<file path="src/rtl/rtot_pkg.sv">
package rtot_pkg;

    typedef enum logic [2:0] {
        CMD_NONE    = 3'd0,
        CMD_START   = 3'd1,
        CMD_STOP    = 3'd2,
        CMD_SET_TMO = 3'd3,
        CMD_CLR_TMO = 3'd4
    } ctl_cmd_e;

    typedef struct packed {
        logic load;          // load preload value and run
        logic halt;          // stop and clear ready
        logic tick_go;       // take one count step
        logic reload_on_tc;  // software mode: reload at terminal count
    } ctl_strobes_t;

    function automatic ctl_cmd_e decode_cmd(input logic [2:0] raw);
        case (raw)
            3'd1:    return CMD_START;
            3'd2:    return CMD_STOP;
            3'd3:    return CMD_SET_TMO;
            3'd4:    return CMD_CLR_TMO;
            default: return CMD_NONE;
        endcase
    endfunction

endpackage

</file>
<file path="src/rtl/rtot_cmd_decode.sv">
module rtot_cmd_decode
    import rtot_pkg::*;
#(
    parameter int NRX = 2
) (
    input  logic [2:0]     cmd_code,
    input  logic [NRX-1:0] tmo_on,
    input  logic [NRX-1:0] rx_xfer,
    input  logic           tick,
    input  logic           running,
    output ctl_strobes_t   st,
    output logic           set_mode,
    output logic           clr_mode
);
    ctl_cmd_e cmd;
    logic     any_tmo;
    logic     sw_start;
    logic     sw_stop;
    logic     cmd_taken;
    logic     xfer_go;

    always_comb begin
        cmd       = decode_cmd(cmd_code);
        any_tmo   = |tmo_on;
        sw_start  = (cmd == CMD_START) && !any_tmo;
        sw_stop   = (cmd == CMD_STOP)  && !any_tmo;
        set_mode  = (cmd == CMD_SET_TMO);
        clr_mode  = (cmd == CMD_CLR_TMO);
        cmd_taken = sw_start || sw_stop || set_mode || clr_mode;
        xfer_go   = !cmd_taken && (|(rx_xfer & tmo_on));

        st.load         = sw_start || xfer_go;
        st.halt         = sw_stop || set_mode;
        st.tick_go      = !cmd_taken && !xfer_go && running && tick;
        st.reload_on_tc = !any_tmo;
    end

endmodule

</file>
<file path="src/rtl/rtot_mode_regs.sv">
module rtot_mode_regs #(
    parameter int NRX = 2,
    parameter int CHW = 1
) (
    input  logic           clk,
    input  logic           rst,
    input  logic           set_mode,
    input  logic           clr_mode,
    input  logic [CHW-1:0] chan,
    output logic [NRX-1:0] mode_q
);
    for (genvar i = 0; i < NRX; i++) begin : g_rx
        logic hit;
        assign hit = (chan == CHW'(i));
        always_ff @(posedge clk) begin
            if (rst) begin
                mode_q[i] <= 1'b0;
            end else if (set_mode && hit) begin
                mode_q[i] <= 1'b1;
            end else if (clr_mode && hit) begin
                mode_q[i] <= 1'b0;
            end
        end
    end

endmodule

</file>
<file path="src/rtl/rtot_down_counter.sv">
module rtot_down_counter
    import rtot_pkg::*;
#(
    parameter int CNT_W = 16
) (
    input  logic             clk,
    input  logic             rst,
    input  ctl_strobes_t     st,
    input  logic [CNT_W-1:0] preload,
    output logic [CNT_W-1:0] count_q,
    output logic             running_q,
    output logic             ready_q
);
    logic at_tc;
    assign at_tc = (count_q == '0);

    always_ff @(posedge clk) begin
        if (rst) begin
            count_q   <= '0;
            running_q <= 1'b0;
            ready_q   <= 1'b0;
        end else if (st.load) begin
            count_q   <= preload;
            running_q <= 1'b1;
        end else if (st.halt) begin
            running_q <= 1'b0;
            ready_q   <= 1'b0;
        end else if (st.tick_go) begin
            if (at_tc) begin
                ready_q <= 1'b1;
                if (st.reload_on_tc) begin
                    count_q <= preload;
                end else begin
                    running_q <= 1'b0;
                end
            end else begin
                count_q <= count_q - CNT_W'(1);
            end
        end
    end

endmodule

</file>
<file path="src/rtl/rx_timeout_ctr.sv">
module rx_timeout_ctr
    import rtot_pkg::*;
#(
    parameter int CNT_W = 16,
    parameter int NRX   = 2,
    localparam int CHW  = (NRX > 1) ? $clog2(NRX) : 1
) (
    input  logic             clk,
    input  logic             rst,
    input  logic             tick,
    input  logic [2:0]       cmd_code,
    input  logic [CHW-1:0]   cmd_chan,
    input  logic             preload_we,
    input  logic [CNT_W-1:0] preload_data,
    input  logic [NRX-1:0]   rx_xfer,
    output logic [CNT_W-1:0] count_val,
    output logic             cnt_running,
    output logic             cnt_ready,
    output logic [NRX-1:0]   tmo_on
);
    logic [CNT_W-1:0] preload_q;
    ctl_strobes_t     st;
    logic             set_mode;
    logic             clr_mode;

    always_ff @(posedge clk) begin
        if (rst) begin
            preload_q <= '0;
        end else if (preload_we) begin
            preload_q <= preload_data;
        end
    end

    rtot_cmd_decode #(.NRX(NRX)) u_dec (
        .cmd_code (cmd_code),
        .tmo_on   (tmo_on),
        .rx_xfer  (rx_xfer),
        .tick     (tick),
        .running  (cnt_running),
        .st       (st),
        .set_mode (set_mode),
        .clr_mode (clr_mode)
    );

    rtot_mode_regs #(.NRX(NRX), .CHW(CHW)) u_mode (
        .clk      (clk),
        .rst      (rst),
        .set_mode (set_mode),
        .clr_mode (clr_mode),
        .chan     (cmd_chan),
        .mode_q   (tmo_on)
    );

    rtot_down_counter #(.CNT_W(CNT_W)) u_cnt (
        .clk       (clk),
        .rst       (rst),
        .st        (st),
        .preload   (preload_q),
        .count_q   (count_val),
        .running_q (cnt_running),
        .ready_q   (cnt_ready)
    );

endmodule

</file>
<file path="config.mk">
export PLATFORM = sky130hd
export DESIGN_NAME = rx_timeout_ctr
export DESIGN_NICKNAME = d
export VERILOG_FILES = /design/src/rtl/rtot_pkg.sv /design/src/rtl/rtot_cmd_decode.sv /design/src/rtl/rtot_mode_regs.sv /design/src/rtl/rtot_down_counter.sv /design/src/rtl/rx_timeout_ctr.sv
export SDC_FILE = /design/constraint.sdc
export NUM_CORES = 1
export LEC_CHECK = 0
export ABC_CLOCK_PERIOD_IN_PS = 5070
export BUFFER_PORTS_ARGS = -buffer_cell sky130_fd_sc_hd__clkbuf_2
export CORE_ASPECT_RATIO = 0.5
export CORE_MARGIN = 1
export CORE_UTILIZATION = 34
export DETAILED_ROUTE_END_ITERATION = 10
export PLACE_DENSITY = 0.64
export SETUP_SLACK_MARGIN = 0.2
export SLEW_MARGIN = 20
export SYNTH_ARGS = -nofsm -noshare
export SYNTH_HDL_FRONTEND = slang
export SYNTH_HIERARCHICAL = 1
export SYNTH_SLANG_ARGS = --single-unit
</file>
<file path="constraint.sdc">
create_clock -name clk -period 5.07 [get_ports clk]
set_input_delay 0.2535 -clock clk [delete_from_list [all_inputs] [get_ports clk]]
set_output_delay 0.2535 -clock clk [all_outputs]
set_load 0.02 [all_outputs]
</file>
* Yosys cells after proc, flatten, opt, wreduce, memory -nomap -nowiden
Cells that the tools add are included.
** Operators by class
- Divide/modulo/power cells :: 0
- Bitwise logic cells :: 3
- Shift operators :: 0
- Muxes and demuxes :: 18
- Equality and inequality tests :: 10
- Reduce and logical (&&, ||, !) cells :: 32
- Multipliers :: 0
- Add/subtract/negate cells :: 1
- Order comparisons :: 0
** Operator list (count)
- 2-to-1 mux 16 bit :: 5
- zero test 16 bit :: 1
- subtractor 16 x 1 -> 16 bit, second input constant :: 1
- == test 3 x 2 -> 1 bit, second input constant :: 4
- 2-to-1 mux 1 bit :: 12
- case mux 3 bit (4 select lines) :: 1
- logical AND 1 bit :: 10
- nonzero test 2 bit :: 5
- AND reduction 3 bit :: 3
- nonzero test 3 bit :: 3
- == test 3 x 1 -> 1 bit, second input constant :: 2
- == test 3 bit, second input constant :: 2
- logical OR 1 bit :: 5
- OR reduction 2 bit :: 2
- zero test 1 bit :: 3
- inequality test 3 bit, second input constant :: 1
- AND 2 bit :: 1
- inequality test 2 x 1 -> 1 bit, second input constant :: 1
- NOT 1 bit :: 2
** Word-level totals
- Bits in read-only memories :: 0
- Input port bits :: 26
- Register bits after elaboration :: 36
- Memories :: 0
- Logic and storage cells :: 70
- Bits in writable memories :: 0
- Output and inout bits :: 20
- Bits in latches :: 0

* Logic depth before layout (Yosys ltp)
Gate-level depths: netlist of run 1.
- Depth in word-level cells :: 16
- Gate-level depth with buffers :: 10
- Mapped depth without buffers :: 8

* Hierarchy
The synthesis of run 1 kept the hierarchy.
** By module, submodules not included
- rtot_down_counter :: seq. area each 360.3 um^2, cells each 153, area an instance 1273.7 um^2, times used 1
- rx_timeout_ctr :: seq. area each 320.3 um^2, cells each 52, area an instance 580.6 um^2, times used 1
- rtot_cmd_decode :: seq. area each 0.0 um^2, cells each 15, area an instance 105.1 um^2, times used 1
- rtot_mode_regs :: seq. area each 40.0 um^2, cells each 9, area an instance 83.8 um^2, times used 1

* Worst setup path before layout of run 1
No wires, ideal clock.
- Path kind :: register to register
- From :: reg u_mode.mode_q[1]
- To :: reg u_cnt.count_q[4]
- Setup slack :: 2602 ps
- Cell stages (with the launch flop) :: 11
- Buffers on the path :: 2
- Arrival :: 2380 ps
- Setup time :: 88 ps
- Cells stage by stage :: dfxtp_1 > nor2_2 > maj3_2 > a2111oi_2 > nor2b_1 > nor2_1 > a31o_1 > buf_6 > or2_2 > buf_2 > o32ai_2
** RTL lines
- from (decl) :: line rtot_mode_regs.sv:10 : output logic [NRX-1:0] mode_q
- from (signal, indexed assignment) :: line rtot_mode_regs.sv:17 : mode_q[i] <= 1'b0;
- from (signal, indexed assignment) :: line rtot_mode_regs.sv:19 : mode_q[i] <= 1'b1;
- from (signal, indexed assignment) :: line rtot_mode_regs.sv:21 : mode_q[i] <= 1'b0;
- to (signal assigned) :: line rtot_down_counter.sv:23 : count_q <= preload;
- to (signal assigned) :: line rtot_down_counter.sv:32 : count_q <= preload;
- to (signal assigned) :: line rtot_down_counter.sv:37 : count_q <= count_q - CNT_W'(1);
- to (decl) :: line rtot_down_counter.sv:10 : output logic [CNT_W-1:0] count_q,

==> results of run 1 <==
## layer usage
metal	share of wire [%]	GRT usage [%]	up-vias
li1	-	-	919
met1	51	21.7	817
met2	43	23.3	41
met3	5.8	4.10	4
met4	0.72	3.28	0
met5	0	0	-
## metrics by stage
stage / power, mW / util (%)
final: 1.37 / 42.4
after global placement: 1.06 / 39.9
after detailed placement: 1.06 / 39.9
after CTS: 1.36 / 42.4
after floorplan: 0.932 / -
after global routing: 1.46 / 42.4
## layout make-up
class                   count  area [sq um]
clock buffers               5           125
clock inverters             3          18.8
fillers                   573          3240
inverters                  14          52.6
multi-input cells         164          1150
flip-flops and latches     36           721
well taps                  73          91.3
repair buffers             46           233
## cell usage in the layout, fill, tap and decap left out, types with 2 or more instances in the layout
| cell | instances |
|---|---|
| clkbuf_2 | 45 |
| dfxtp_1 | 36 |
| nor2_1 | 26 |
| mux2i_1 | 25 |
| a21oi_1 | 16 |
| inv_1 | 14 |
| o32ai_1 | 13 |
| nand2b_1 | 10 |
| nand2_1 | 8 |
| nor3_1 | 7 |
| nor4_1 | 6 |
| clkbuf_16 | 5 |
| or3_1 | 5 |
| a22oi_1 | 4 |
| a21oi_2 | 4 |
| a211oi_1 | 4 |
| or2_2 | 3 |
| clkinv_2 | 2 |
| and2_1 | 2 |
| nor2b_1 | 2 |
| nand3_1 | 2 |
| o32ai_2 | 2 |
| a32oi_1 | 2 |
| ha_1 | 2 |
| o21ai_0 | 2 |
## flip-flops by register name, summed over array words and instances (netlist names)
name             count
u_cnt/ready_q        1
u_mode/mode_q        2
u_cnt/count_q       16
u_cnt/running_q      1
preload_q           16
## worst max-delay path by stage
| stage | startpoint | slack [ns] | end |
|---|---|---|---|
| 5_1_grt | u_mode/mode_q[0] | 1.86 | u_cnt/count_q[8] |
| 3_3_place_gp | u_mode/mode_q[0] | 2.29 | u_cnt/count_q[4] |
| 2_1_floorplan | u_mode/mode_q[1] | 2.60 | u_cnt/count_q[4] |
| 4_1_cts | u_mode/mode_q[0] | 2.14 | u_cnt/count_q[8] |
| 3_5_place_dp | u_mode/mode_q[0] | 2.16 | u_cnt/count_q[8] |
| 6_report | u_mode/mode_q[0] | 2.10 | u_cnt/count_q[8] |
## worst register-to-register path, cell delays in order, from the launching register on
cell     delay (ns)
dfxtp_1        0.43
a22o_1         0.26
o21ai_0        0.12
a22oi_1        0.76
nor2_1         0.12
a31o_1         0.56
or2_2          0.50
o32ai_1        0.13
## power by group through the flow
| stage | Clock, mW | Sequential, mW | Combinational (mW) |
|---|---|---|---|
| after CTS | 0.299 | 0.380 | 0.685 |
| final | 0.294 | 0.380 | 0.692 |
| after detailed placement | 0 | 0.386 | 0.677 |
| after global placement | 0 | 0.384 | 0.673 |
| after global routing | 0.313 | 0.387 | 0.759 |
| after floorplan | 0 | 0.414 | 0.518 |
## cell families (layout without fill, tap and decap cells)
logic type | Yosys count | after routing | synth area share (%)
AND/OR/NAND/NOR | 79 | 79 | 20.6
AO/OA/AOI/OAI | 57 | 57 | 21.6
flip-flops | 36 | 36 | 35.3
buffers and inverters | 29 | 68 | 8.51
multiplexers | 25 | 25 | 12.2
adder cells (fa/ha/maj) | 3 | 3 | 1.78
==> impl_results.md, run 1 <==
- Detail Route Antenna Nets: 0
- Pwr Density: ~570 nW/um^2
- Longest Clk Path Bufs: 2
- Slew Viols, Final: 0
- Hold-fix buffers, CTS: 0
- Placement Setup Slack: 2.16 ns
- Worst path slowest cell: a22oi_1
- Critical path's largest stage delay: 0.76 ns
- Leak: just over 1 nW
- Max_cap viols: 0
- Worst Hold Class: in -> reg
- Worst Hold Depth: 3
- Vias in the first global route: 1701
- Clk sink count: 36
- Setup CP Type: reg -> reg
- Post-CTS setup repair buffer count: 0
- Hold Slack: between 0.2 and 0.25 ns
- Synth top area share: between 30% and 40%
- Transition time of the tightest slew-check pin: about 0.94 ns
- Die Height: approximately 57 um
- Mapped Cells: 229
- Total die area: 6340 sq um
- Hold Path End: preload_q[1]
- Core area: about 5600 sq um
- Total number of vias: 1781
- Unrepaired setup endpoints after global routing: no
- Antenna cells: 0
- Ys async rst share: 0%
- Fin. Hold Viols: 0
- Critical path peak fanout: 26
- Synth Area per Inst: a little under 9 sq um
- Endpoints failing setup: 0
- Max Clock Skew: approximately 0.0047 ns
- Crit path capture type: flop
- HPWL after DPL: 3.52 mm
- Internal power: ~0.78 mW
- 1st-pass router iterations: 7
- Commonest cells post-synth: dfxtp_1 (36), nor2_1 (26), mux2i_1 (25)
- Synth cell types: 47
- Reg2Reg Setup Slack: between 2 and 2.5 ns
- Clock power share: between 20% and 30%
- Drc violations: 4
- Max-Slew Margin vs Limit: 37.6%
- Largest net degree at the start of global routing: between 40 and 50
- Via/cell ratio: approximately 5.2
- Layout area overhead: 17.0%
- Drt initial violations: approximately 140
- Layout net count: around 300
- HP Start: preload_data[1]
- Final GP Congestion: a little under 0.8
- Wire per inst: about 14 um
- Net Count, Synth: 257
- Setup TNS: 0 ns
- Mapped Area: 2040 sq um
- Worst Path Required: 5.24 ns
- Setup ws final: 2.10 ns
- CTS root buffer: clkbuf_16
- Num CTS Buffers: 5
- Crit-path leading delay family: compound AO/OA/AOI/OAI gates
- Peak Freq: 337 MHz
- Final instance area: 2390 sq um
- First-pass GRT wire length: 7.85 mm
- Failing checks: DRC
- Status: finished with violations
- Clk Latency, worst-skew pair: 0.27 ns
- Synthesis-stage register bit count: 36
- # rows: 19
- Synth warn: 6
- Initial core utilization: 36.3%
- Most frequent cell after synthesis: dfxtp_1
- R2R cell count: 7
- Critical Path, Cell by Cell: a22o_1 > o21ai_0 > a22oi_1 > nor2_1 > a31o_1 > or2_2 > o32ai_1
- CTS tree: yes
- Sw Pwr: around 0.58 mW
- Number of synthesized flops with an enable pin: 0
- Post-Layout Cell Count: 341
- CTS clk-pin slew, worst paths: 0.06 ns
- Routed WL: between 4 and 5 mm
- CP startpoint kind: flop
- # H-tree levels: 2
- Final worst-path cycle share: around three fifths
- Worst VDD drop: 0.212 mV
- Cell taking the most area after synthesis: dfxtp_1
- Data arrival time of the critical path: ~3.1 ns
- Crit path depth: 7
- Width of the chip: between 100 and 150 um
- DP Area: around 2200 sq um
- Dpl cells: between 300 and 400
- Predominant post-synthesis flop cell: dfxtp_1
- # IOs: between 40 and 50
- Share of layout cells above drive strength 1: roughly a quarter
- CP bufs+invs: 0
- Share of power burned in registers: around 28%
- GRT overflow: 0
- Seq/Total Area, Yosys: approximately a third
- Post-CTS resize count: 0
- Tot GR Track Use: about 15%
- Top cells by area, synth: dfxtp_1 (35%), mux2i_1 (12%), o32ai_1 (5.6%)
- Switching part of the total: 42.7%
- Comb pwr share: between 50% and 60%
- Input/output buffers: 45
- R2r startpoint: u_mode/mode_q[0]
- Initial antenna violation count: 0
- R2R Path End: u_cnt/count_q[8]
- Tmin final: between 2 and 3 ns
(Power assumes the default switching activity.)
==> inputs of run 2 (changes only) <==
Settings changed: ABC_CLOCK_PERIOD_IN_PS 5070 to 2800.
Clock period 5.07 ns to 2.8 ns, I/O delays scaled along.
==> run 2 against run 1 <==
Against the previous run:
- the flow still finishes with violations (DRC)
- maximum frequency up 20%
- worst hold slack got worse by 0.12 ns
- combinational power grew 94%
- wire length up 3.2%
- critical path type unchanged
- first-iteration DRC count is 40% higher
- clock skew about the same
- die area unchanged
- cell count grew 0.88%
- register-to-register slack worse by 1.8 ns
- utilization up 1.3 points
- critical path depth increased by 1
==> impl_results.md, run 2 (same netlist as run 1, synthesis figures left out) <==
- Max Clock Skew: 0.00520 ns (was 0.00475 ns)
- Clk Latency, worst-skew pair: 0.28 ns (was 0.27 ns)
- Width of the chip: 112 um (unchanged)
- Transition time of the tightest slew-check pin: 0.866 ns (was 0.936 ns)
- Failing checks: DRC (unchanged)
- # IOs: 46 (unchanged)
- Data arrival time of the critical path: 2.65 ns (was 3.14 ns)
- Endpoints failing setup: 0 (unchanged)
- Drt initial violations: 189 (was 135)
- Slew Viols, Final: 0 (unchanged)
- Most frequent cells in the layout: clkbuf_2 (45), dfxtp_1 (35), nor2_1 (26) (was clkbuf_2 (45), dfxtp_1 (36), nor2_1 (26))
- Clk sink count: 36 (unchanged)
- Longest Clk Path Bufs: 2 (unchanged)
- Post-layout util: 43.7% (was 42.4%)
- Layout net count: 298 (was 295)
- Post-CTS resize count: 0 (unchanged)
- Critical path peak fanout: 10 (was 26)
- Initial antenna violation count: 0 (unchanged)
- Initial core utilization: 36.3% (unchanged)
- GRT overflow: 0 (unchanged)
- Dpl cells: 336 (was 333)
- Total number of vias: 1847 (was 1781)
- Antenna cells: 0 (unchanged)
- CTS clk-pin slew, worst paths: 0.06 ns (about the same)
- Worst Hold Depth: 3 (unchanged)
- HPWL after DPL: 3.59 mm (was 3.52 mm)
- Hold-fix buffers, CTS: 0 (unchanged)
- Post-CTS setup repair buffer count: 0 (unchanged)
- Post-Layout Cell Count: 344 (was 341)
- Final worst-path cycle share: 88.6% (was 58.5%)
- Critical path's largest stage delay: 0.43 ns (was 0.76 ns)
- Num CTS Buffers: 5 (unchanged)
- First-pass GRT wire length: 8.03 mm (was 7.85 mm)
- Largest net degree at the start of global routing: 47 (unchanged)
- Share of layout cells above drive strength 1: 27.7% (was 25.7%)
- Critical Path, Cell by Cell: nor2_2 > maj3_2 > a2111oi_2 > nor2b_2 > nor2_1 > a31o_2 > or2_2 > o32ai_1 (was a22o_1 > o21ai_0 > a22oi_1 > nor2_1 > a31o_1 > or2_2 > o32ai_1)
- Unrepaired setup endpoints after global routing: no (unchanged)
- Crit path capture type: flop (unchanged)
- Worst VDD drop: 0.384 mV (was 0.212 mV)
- Tmin final: 2.48 ns (was 2.97 ns)
- # rows: 19 (unchanged)
- # H-tree levels: 2 (unchanged)
- CP startpoint kind: flop (unchanged)
- Final GP Congestion: 0.826 (was 0.793)
- Most common cell after layout, fill and taps aside: clkbuf_2 (unchanged)
- Leak: 1.06 nW (was 1.03 nW)
- Worst Path Required: 2.97 ns (was 5.24 ns)
- Routed WL: 4.98 mm (was 4.83 mm)
- Worst path slowest cell: dfxtp_1 (was a22oi_1)
- CTS root buffer: clkbuf_16 (unchanged)
- Status: finished with violations (unchanged)
- Layout area overhead: 20.6% (was 17.0%)
- Setup ws final: 0.318 ns (was 2.10 ns)
- Vias in the first global route: 1668 (was 1701)
- CTS tree: yes (unchanged)
- R2R cell count: 8 (was 7)
- Setup TNS: 0 ns (unchanged)
- Die Height: 56.8 um (unchanged)
- Filler cells: 549 (was 573)
- Via/cell ratio: 5.37 (was 5.22)
- Pwr Total: 2.66 mW (was 1.37 mW)
- Detail Route Antenna Nets: 0 (unchanged)
- 1st-pass router iterations: 9 (was 7)
- Total die area: 6340 sq um (unchanged)
- Max_cap viols: 0 (unchanged)
- Pwr Density: 1080 nW/um^2 (was 572 nW/um^2)
- Tot GR Track Use: 16.1% (was 15.4%)
- Biggest regs: preload_q: 16 flops, u_cnt/count_q: 16 flops, u_mode/mode_q: 2 flops (unchanged)
- Setup CP Type: reg -> reg (unchanged)
- Worst Hold Class: in -> reg (unchanged)
- Max-Slew Margin vs Limit: 42.3% (was 37.6%)
- Fin. Hold Viols: 0 (unchanged)
- Core area: 5630 sq um (unchanged)
- Drc violations: 4 (unchanged)
- Input/output buffers: 45 (unchanged)
- Peak Freq: 403 MHz (was 337 MHz)
- Wire per inst: 14.5 um (was 14.2 um)
- Placement Setup Slack: 0.272 ns (was 2.16 ns)
==> run 2: critical path, delay by kind of cell, from the launching register on <==
kind                       cells  cell delay (ns)
adders and majority gates      1             0.32
AOI/OAI and AO/OA              3             0.86
DFF                            1             0.43
and+or+nand+nor                4             0.76
==> run 2: worst paths after layout <==
path,from,to,slack [ns]
worst min register to register,preload_q[3],preload_q[3],0.49
worst max register to register,u_mode/mode_q[0],u_cnt/count_q[13],0.32
worst max-delay path,u_mode/mode_q[0],u_cnt/count_q[13],0.32
worst min-delay path,preload_data[0],preload_q[0],0.1
==> run 2: layout make-up <==
class	count	area, sq um	share of cell area, %
multi-input combinational	164	1150	46.7
sequential	36	722	29.3
timing repair buffer	49	280	11.4
clock buffer	5	125	5.08
tap	73	91.3	3.71
inverter	14	52.6	2.13
clock inverter	3	42.5	1.73
==> run 2: power breakdown <==
| part | switching (mW) | internal, mW |
|---|---|---|
| logic | 0.778 | 0.558 |
| clock network | 0.216 | 0.418 |
| registers | 0.0963 | 0.591 |
==> run 2: stage by stage <==
stage | instance area [sq um] | hold WS, ns
floorplan | 2040 | 0.209
global placement | 2290 | 0.372
detailed placement | 2290 | 0.384
CTS | 2460 | 0.0964
global route | 2460 | 0.109
finish | 2460 | 0.0961
==> run 2: layer usage <==
layer,global-route usage [%],vias to the layer above,part of all wire [%]
li1,-,926,-
met1,22.2,845,49
met2,23.3,67,42
met3,5.18,9,7.4
met4,5.79,0,1.4
met5,0,-,0
==> inputs of run 3 (changes only) <==
Settings changed: REMOVE_ABC_BUFFERS set to 1.
==> run 3 against run 2 <==
Against the previous run:
- the flow still finishes with violations (DRC)
- sequential cell count stayed put
- sequential power hardly changed
- combinational power is essentially flat
- cell count grew 0.29%
- largest power group unchanged
- critical path type unchanged
- register-to-register slack about the same
- critical path depth grew 1
==> impl_results.md, run 3 (same netlist as run 1, synthesis figures left out) <==
- Share of power burned in registers: 27.3% (was 25.9%)
- Drc violations: 1 (was 4)
- CTS root buffer: clkbuf_16 (unchanged)
- Initial antenna violation count: 0 (unchanged)
- Comb pwr share: 52.1% (was 50.3%)
- Max-Slew Margin vs Limit: 40.9% (was 42.3%)
- Dpl cells: 338 (was 336)
- Critical path peak fanout: 10 (unchanged)
- Final instance area: 2430 sq um (was 2460 sq um)
- Max Clock Skew: 0.00240 ns (was 0.00520 ns)
- Critical Path, Cell by Cell: nor2_2 > maj3_2 > a2111oi_4 > nor2b_2 > nor2_1 > a31o_1 > buf_4 > a21oi_1 > o32ai_1 (was nor2_2 > maj3_2 > a2111oi_2 > nor2b_2 > nor2_1 > a31o_2 > or2_2 > o32ai_1)
- Longest Clk Path Bufs: 2 (unchanged)
- Input/output buffers: 45 (unchanged)
- Clk Latency, worst-skew pair: 0.27 ns (was 0.28 ns)
- Max_cap viols: 0 (unchanged)
- Leak: 1.05 nW (was 1.06 nW)
- Total number of vias: 1879 (was 1847)
- Worst path slowest cell: a2111oi_4 (was dfxtp_1)
- Clock power share: 20.6% (was 23.9%)
- Critical path's largest stage delay: 0.40 ns (was 0.43 ns)
- Crit path capture type: flop (unchanged)
- Core area: 5630 sq um (unchanged)
- Slew Viols, Final: 0 (unchanged)
- Worst Hold Class: in -> reg (unchanged)
- # rows: 19 (unchanged)
- Post-layout util: 43.2% (was 43.7%)
- Switching part of the total: 42.8% (was 41.0%)
- Sw Pwr: 1.08 mW (was 1.09 mW)
- # IOs: 46 (unchanged)
- Status: finished with violations (unchanged)
- Vias in the first global route: 1796 (was 1668)
- Routed WL: 5.13 mm (was 4.98 mm)
- 1st-pass router iterations: 7 (was 9)
- HPWL after DPL: 3.55 mm (was 3.59 mm)
- Most common cell after layout, fill and taps aside: clkbuf_2 (unchanged)
- Antenna cells: 0 (unchanged)
- Die Height: 56.8 um (unchanged)
- Wire per inst: 14.9 um (was 14.5 um)
- Pwr Density: 1040 nW/um^2 (was 1080 nW/um^2)
- Worst Path Required: 2.92 ns (was 2.97 ns)
- # H-tree levels: 2 (unchanged)
- DP Area: 2280 sq um (was 2290 sq um)
- Largest net degree at the start of global routing: 47 (unchanged)
- Transition time of the tightest slew-check pin: 0.887 ns (was 0.866 ns)
- GRT overflow: 0 (unchanged)
- Width of the chip: 112 um (unchanged)
- Layout area overhead: 19.2% (was 20.6%)
- CTS clk-pin slew, worst paths: 0.05 ns (was 0.06 ns)
- Drt initial violations: 117 (was 189)
- Hold-fix buffers, CTS: 0 (unchanged)
- Setup CP Type: reg -> reg (unchanged)
- Total die area: 6340 sq um (unchanged)
- Via/cell ratio: 5.45 (was 5.37)
- Data arrival time of the critical path: 2.59 ns (was 2.65 ns)
- Failing checks: DRC (unchanged)
- Clk sink count: 36 (unchanged)
- Final worst-path cycle share: 88.1% (was 88.6%)
- Share of layout cells above drive strength 1: 27.6% (was 27.7%)
- Layout net count: 300 (was 298)
- Biggest regs: preload_q: 16 flops, u_cnt/count_q: 16 flops, u_mode/mode_q: 2 flops (unchanged)
- Internal power: 1.44 mW (was 1.57 mW)
- Hold Slack: 0.100 ns (was 0.0961 ns)
- Setup TNS: 0 ns (unchanged)
- Tot GR Track Use: 16.9% (was 16.1%)
- First-pass GRT wire length: 8.58 mm (was 8.03 mm)
- Final GP Congestion: 0.798 (was 0.826)
- Worst VDD drop: 0.434 mV (was 0.384 mV)
- Initial core utilization: 36.3% (unchanged)
- Endpoints failing setup: 0 (unchanged)
- CP startpoint kind: flop (unchanged)
- CTS tree: yes (unchanged)
- Most frequent cells in the layout: clkbuf_2 (45), dfxtp_1 (34), nor2_1 (26) (was clkbuf_2 (45), dfxtp_1 (35), nor2_1 (26))
- Tmin final: 2.47 ns (was 2.48 ns)
- Detail Route Antenna Nets: 0 (unchanged)
- Fin. Hold Viols: 0 (unchanged)
- Num CTS Buffers: 5 (unchanged)
- Post-Layout Cell Count: 345 (was 344)
- Peak Freq: 405 MHz (was 403 MHz)
- Unrepaired setup endpoints after global routing: no (unchanged)
## run 3: timing repair
action / CTS / global route
endpoints found under the setup margin: 0 / 16
endpoints found under the hold margin: 0 / 0
setup buffers: 0 / 0
gates resized for setup: 0 / 4
## run 3: cell type report
class	instances	area (sq um)
multi-input combinational	164	1160
fill	581	3200
tap	73	91.3
sequential	36	723
inverter	14	52.6
clock buffer	6	129
timing repair buffer	51	270
clock inverter	1	5.00
## run 3: metal layers
layer | part of all wire [%] | vias to the layer above | global-route usage (%) | wire length, um
met5 | 0 | - | 0 | 0
met4 | 1.1 | 0 | 4.05 | 55
met3 | 5.5 | 6 | 4.32 | 280
met2 | 46 | 48 | 28.5 | 2340
met1 | 48 | 900 | 21.7 | 2460
li1 | - | 925 | - | -
## run 3: worst paths after layout
| path | start | endpoint | slack [ns] | cells after the start |
|---|---|---|---|---|
| min | preload_data[7] | preload_q[7] | 0.10 | 3 |
| max | u_mode/mode_q[1] | u_cnt/count_q[5] | 0.33 | 9 |
| min reg2reg | preload_q[7] | preload_q[7] | 0.50 | 2 |
| max reg2reg | u_mode/mode_q[1] | u_cnt/count_q[5] | 0.33 | 9 |
## run 3: power by group through the flow
stage	clock network, mW	logic [mW]	registers, mW
after detailed placement	0	1.28	0.698
after CTS	0.532	1.30	0.687
final	0.520	1.32	0.687
after global placement	0	1.27	0.694
after global routing	0.555	1.44	0.702
after floorplan	0	0.863	0.750
## run 3: stage by stage
stage	setup WS [ns]	power, mW
final	0.333	2.52
after detailed placement	0.326	1.98
after floorplan	0.194	1.61
after global routing	0.214	2.70
after global placement	0.425	1.96
after CTS	0.264	2.52
## run 3: worst max-delay path, delay by kind of cell (launching register included)
| kind | cells | cell delay (ns) |
|---|---|---|
| AO/OA/AOI/OAI | 4 | 0.97 |
| adder cells (fa/ha/maj) | 1 | 0.33 |
| buffers and inverters | 1 | 0.23 |
| flip-flops | 1 | 0.38 |
| AND/OR/NAND/NOR | 3 | 0.41 |
